<file path="src/rtl/intr_hub_pkg.sv">
package intr_hub_pkg;
  typedef enum logic {
    SIG_LEVEL = 1'b0,
    SIG_MSG   = 1'b1
  } sig_mode_e;

  localparam int unsigned DEF_WIDTH    = 32;
  localparam int unsigned DEF_CALC_BIT = 0;
  localparam int unsigned DEF_COPY_BIT = 8;
endpackage

</file>
<file path="src/rtl/intr_status_reg.sv">
module intr_status_reg #(
  parameter int unsigned WIDTH    = intr_hub_pkg::DEF_WIDTH,
  parameter int unsigned CALC_BIT = intr_hub_pkg::DEF_CALC_BIT,
  parameter int unsigned COPY_BIT = intr_hub_pkg::DEF_COPY_BIT
) (
  input  logic             clk,
  input  logic             rst_n,
  input  logic             calc_done,
  input  logic             copy_done,
  input  logic             raise_we,
  input  logic [WIDTH-1:0] raise_data,
  input  logic             lower_we,
  input  logic [WIDTH-1:0] lower_data,
  output logic [WIDTH-1:0] status_q,
  output logic             raise_evt,
  output logic             lower_evt,
  output logic             next_nonzero
);
  // a set bit always wins over a clear of the same bit
  function automatic logic [WIDTH-1:0] merge_word(
    input logic [WIDTH-1:0] cur,
    input logic [WIDTH-1:0] set_m,
    input logic [WIDTH-1:0] clr_m
  );
    return (cur & ~clr_m) | set_m;
  endfunction

  logic [WIDTH-1:0] engine_mask;
  logic [WIDTH-1:0] set_mask;
  logic [WIDTH-1:0] clr_mask;
  logic [WIDTH-1:0] status_d;

  for (genvar b = 0; b < WIDTH; b++) begin : g_engine_map
    assign engine_mask[b] = ((b == CALC_BIT) && calc_done) ||
                            ((b == COPY_BIT) && copy_done);
  end

  assign set_mask     = engine_mask | (raise_we ? raise_data : '0);
  assign clr_mask     = lower_we ? lower_data : '0;
  assign status_d     = merge_word(status_q, set_mask, clr_mask);
  assign raise_evt    = raise_we | calc_done | copy_done;
  assign lower_evt    = lower_we;
  assign next_nonzero = |status_d;

  always_ff @(posedge clk or negedge rst_n) begin
    if (!rst_n) status_q <= '0;
    else        status_q <= status_d;
  end
endmodule

</file>
<file path="src/rtl/intr_signal_gen.sv">
module intr_signal_gen (
  input  logic clk,
  input  logic rst_n,
  input  logic msg_mode,
  input  logic raise_evt,
  input  logic lower_evt,
  input  logic next_nonzero,
  output logic level_q,
  output logic pulse_q
);
  import intr_hub_pkg::*;

  sig_mode_e mode;
  logic      fire;
  logic      drop;
  logic      level_d;

  assign mode = sig_mode_e'(msg_mode);
  assign fire = raise_evt & next_nonzero;
  assign drop = lower_evt & ~next_nonzero;

  always_comb begin
    level_d = level_q;
    if (mode == SIG_MSG) level_d = 1'b0;
    else if (fire)       level_d = 1'b1;
    else if (drop)       level_d = 1'b0;
  end

  always_ff @(posedge clk or negedge rst_n) begin
    if (!rst_n) begin
      level_q <= 1'b0;
      pulse_q <= 1'b0;
    end else begin
      level_q <= level_d;
      pulse_q <= (mode == SIG_MSG) & fire;
    end
  end
endmodule

</file>
<file path="src/rtl/intr_flag_hub.sv">
module intr_flag_hub #(
  parameter int unsigned WIDTH    = intr_hub_pkg::DEF_WIDTH,
  parameter int unsigned CALC_BIT = intr_hub_pkg::DEF_CALC_BIT,
  parameter int unsigned COPY_BIT = intr_hub_pkg::DEF_COPY_BIT
) (
  input  logic             clk,
  input  logic             rst_n,
  input  logic             msg_mode,
  input  logic             calc_done,
  input  logic             copy_done,
  input  logic             raise_we,
  input  logic [WIDTH-1:0] raise_data,
  input  logic             lower_we,
  input  logic [WIDTH-1:0] lower_data,
  output logic [WIDTH-1:0] status_rd,
  output logic             level_irq,
  output logic             msg_pulse
);
  logic raise_evt;
  logic lower_evt;
  logic next_nonzero;

  intr_status_reg #(
    .WIDTH(WIDTH), .CALC_BIT(CALC_BIT), .COPY_BIT(COPY_BIT)
  ) u_status (
    .clk(clk), .rst_n(rst_n),
    .calc_done(calc_done), .copy_done(copy_done),
    .raise_we(raise_we), .raise_data(raise_data),
    .lower_we(lower_we), .lower_data(lower_data),
    .status_q(status_rd),
    .raise_evt(raise_evt), .lower_evt(lower_evt),
    .next_nonzero(next_nonzero)
  );

  intr_signal_gen u_signal (
    .clk(clk), .rst_n(rst_n), .msg_mode(msg_mode),
    .raise_evt(raise_evt), .lower_evt(lower_evt),
    .next_nonzero(next_nonzero),
    .level_q(level_irq), .pulse_q(msg_pulse)
  );
endmodule

</file>
<file path="config.mk">
export PLATFORM = sky130hd
export DESIGN_NAME = intr_flag_hub
export DESIGN_NICKNAME = d
export VERILOG_FILES = /design/src/rtl/intr_hub_pkg.sv /design/src/rtl/intr_status_reg.sv /design/src/rtl/intr_signal_gen.sv /design/src/rtl/intr_flag_hub.sv
export SDC_FILE = /design/constraint.sdc
export NUM_CORES = 1
export LEC_CHECK = 0
export ABC_AREA = 1
export BUFFER_PORTS_ARGS = -buffer_cell sky130_fd_sc_hd__buf_2
export CAP_MARGIN = 10
export CORE_MARGIN = 5
export CORE_UTILIZATION = 44
export CTS_CLUSTER_DIAMETER = 30
export CTS_CLUSTER_SIZE = 28
export DETAILED_ROUTE_END_ITERATION = 8
export GPL_ROUTABILITY_DRIVEN = 0
export GPL_TIMING_DRIVEN = 0
export PLACE_DENSITY = 0.88
export SLEW_MARGIN = 10
export SYNTH_ARGS = -nofsm -noshare
export SYNTH_HDL_FRONTEND = slang
export SYNTH_SLANG_ARGS = --single-unit
</file>
<file path="constraint.sdc">
create_clock -name clk -period 1.87 [get_ports clk]
set_clock_uncertainty 0.05 [all_clocks]
set_input_delay 0.374 -clock clk [delete_from_list [all_inputs] [get_ports clk]]
set_output_delay 0.374 -clock clk [all_outputs]
set_load 0.02 [all_outputs]
</file>
==> impl_metrics.sql <==
INSERT INTO impl_metrics (metric_group, metric, value, unit) VALUES
('outcome', 'run_status', 'complete, no violations', ''),
('global_routing', 'grt_overflow', '0', ''),
('drt', 'detail-route-antenna-nets', '0', ''),
('floorplanning', 'start_util', '0.4588', ''),
('sta', 'report.final.slew_viol_count', '0', ''),
('layout', 'drive_above_1_share', '0.3679', ''),
('clocking', 'cts-resized-gates', '0', ''),
('logic_synthesis', 'synth.lib_cells_used.distinct', '11', ''),
('floorplanning', 'core', '0.003390', 'mm2'),
('drt', 'via_per_inst', '4.464', ''),
('drt', 'route.final.wire_length', '4331', 'um'),
('sta', 'max-slew-margin-rel', '0.5133', ''),
('clocking', 'cts_inserted_buffers', '5', ''),
('placement', 'port-buffer-count', '102', ''),
('drt', 'drt_first_iter_violations', '91', ''),
('clocking', 'worst_skew_pair.late_latency', '330', 'ps'),
('flow_run', 'cap_violations', '0', ''),
('sta', 'fmax', '722.6', 'MHz'),
('worst_setup_path', 'critPathMaxFanout', '10', ''),
('logic_synthesis', 'synth_nets', '280', ''),
('power', 'vdd.ir_drop.worst', '351.5', 'uV'),
('placement', 'hpwl', '3463', 'um'),
('global_routing', 'grt_use_total', '0.1822', ''),
('logic_synthesis', 'synth_seq_area_share', '0.5471', ''),
('global_routing', 'grt_start_max_net_pins', '35', ''),
('power', 'powerDensity', '768.3', 'mW/mm2'),
('floorplanning', 'die_area', '0.004823', 'mm2'),
('worst_setup_path', 'worstPathArrival', '1560', 'ps'),
('layout', 'area_growth', '39.42', '%'),
('clocking', 'cts_max_path_buffers', '2', ''),
('placement', 'place_worst_setup_slack', '112.1', 'ps'),
('sta', 'fin_setup_tns', '0', 'ps'),
('clocking', 'clkSinkCount', '34', ''),
('worst_setup_path', 'setup.worst_path.end_class', 'flip-flop', ''),
('worst_setup_path', 'crit_required', '2050', 'ps'),
('layout', 'nFillCells', '322', ''),
('floorplanning', 'die_span_in_y', '69.45', 'um'),
('sta', 'timing_hold_violations_final', '0', ''),
('logic_synthesis', 'syn_inst', '209', ''),
('power', 'p_leak', '1.253', 'nW'),
('clocking', 'h-tree-depth', '2', ''),
('drt', 'detailedRoute.firstPassIterationCount', '4', ''),
('sta', 'setup_viol', '0', ''),
('logic_synthesis', 'synth.cell_area', '0.001555', 'mm2'),
('sta', 'rsz0062_at_grt', 'false', ''),
('layout', 'layout.nets', '389', ''),
('sta', 'max_slew.worst_pin.slew', '730.0', 'ps'),
('drt', 'highest_layer', 'met4', ''),
('clocking', 'cts.hold.buffers_added', '0', ''),
('drt', 'route.layer.met1.wl', '1782', 'um'),
('floorplanning', 'std_cell_rows', '21', ''),
('drt', 'met2_routed_length', '2153', 'um'),
('drt', 'vias', '1625', ''),
('clocking', 'clk_transition_reported_paths', '90', 'ps'),
('hold_path', 'timing.hold.worst.class', 'input port to asynchronous set/reset pin', ''),
('worst_setup_path', 'critical_path_class', 'input port to flip-flop', ''),
('drt', 'route.detailed.drc', '0', ''),
('layout', 'utilization', '0.6397', ''),
('logic_synthesis', 'synth.yosys.warnings', '0', ''),
('logic_synthesis', 'syn_area_per_cell', '7.441', 'um2'),
('sta', 'final_min_period_over_clock_period', '0.7400', ''),
('clocking', 'cts_root_buffer', 'clkbuf_4', ''),
('layout', 'antenna-diode-count', '0', ''),
('drt', 'wl_met3', '360', 'um'),
('global_routing', 'grt_pass1_vias', '1514', ''),
('global_routing', 'antenna_found_initial', '0', ''),
('logic_synthesis', 'synth_seq_cells', '34', ''),
('floorplanning', 'die_x', '69.45', 'um'),
('sta', 'final.setup.worst_slack', '486.1', 'ps'),
('sta', 'shortest_period_the_worst_path_allows', '1384', 'ps'),
('power', 'total_power', '1.666', 'mW'),
('clocking', 'tritoncts', 'built', ''),
('floorplanning', 'top_level_ports', '105', ''),
('clocking', 'post_cts_buffers', '0', ''),
('drt', 'routed_wire_length_per_instance', '11.90', 'um'),
('global_routing', 'grt_first_pass_wirelength', '6982', 'um'),
('worst_setup_path', 'startpoint_type', 'input port', '');
## worst max-delay path: stages
cell     delay (ps)
buf_2           140
buf_2           200
nand2_1          80
nand2_1          60
nor2_1          110
nand2_1          70
nor2_1          100
nand2_1          80
nor2_2          160
nor2_1           60
nor2_1           90
nor2_1           40
## stage by stage
step	std cells	cell area (um2)	hold slack, ps
2_1_floorplan	209	1555	28.41
3_3_place_gp	357	2123	418.0
3_5_place_dp	357	2123	423.8
4_1_cts	364	2168	67.43
5_1_grt	364	2168	103.0
6_report	364	2168	42.93
## cell usage in the layout (no fill, tap or decap), drive strengths merged
master and count:
dfrtp 34, nor2 24, clkbuf 7, inv 1, nand2 138, a21oi 2
nor3 2, buf 110
## final cells by class
type,instances,area [um2],share of cell area
flip-flops and latches,34,850.8,0.3924
multi-input cells,166,633.1,0.2920
repair buffers,102,510.5,0.2354
plain buffers,8,67.56,0.03116
well taps,46,57.56,0.02654
clock buffers,7,45.04,0.02077
inverters,1,3.754,0.001731
## power by group
group	switching, mW	total, mW	internal, mW
Sequential	0.0397	0.853	0.813
Combinational	0.279	0.449	0.170
Clock	0.222	0.363	0.142
## flip-flops by register name, indices dropped and copies added (netlist names)
register / cells
u_status.status_q: 32
u_signal.level_q: 1
u_signal.pulse_q: 1
## kinds of logic after synthesis
family          share of synthesized area
simple gates                       0.4006
flops                              0.5471
buf+inv                           0.04585
compound gates                   0.006436
## metal layers
layer | up-vias | global-route usage
met5 | - | 0
met2 | 62 | 0.3093
met3 | 5 | 0.06377
met1 | 714 | 0.2225
li1 | 844 | -
met4 | 0 | 0.03905
## final timing paths
path	depth (start not counted)	to	from	slack, ps
worst max-delay path	12	u_signal.level_q$_DFFE_PN0P_	raise_we	490
worst min-delay path	1	u_status.status_q[17]$_DFF_PN0_	rst_n	40
worst max register to register	10	u_signal.level_q$_DFFE_PN0P_	u_status.status_q[27]$_DFF_PN0_	490
worst min register to register	2	u_status.status_q[7]$_DFF_PN0_	u_status.status_q[7]$_DFF_PN0_	450
max in group asynchronous	1	u_status.status_q[8]$_DFF_PN0_	rst_n	1260
min in group clk	3	u_status.status_q[21]$_DFF_PN0_	raise_data[21]	210
## Yosys cell counts
cell	count	share of area
buf_2	3	0.0097
nor3_1	2	0.0064
inv_1	1	0.0024
nor2_1	23	0.056
dfrtp_1	34	0.55
buf_4	1	0.0048
nor2_2	1	0.0040
nand2_2	1	0.0040
buf_6	4	0.029
a21oi_1	2	0.0064
nand2_1	137	0.33
Note: power is estimated with default switching activity, not from simulation.
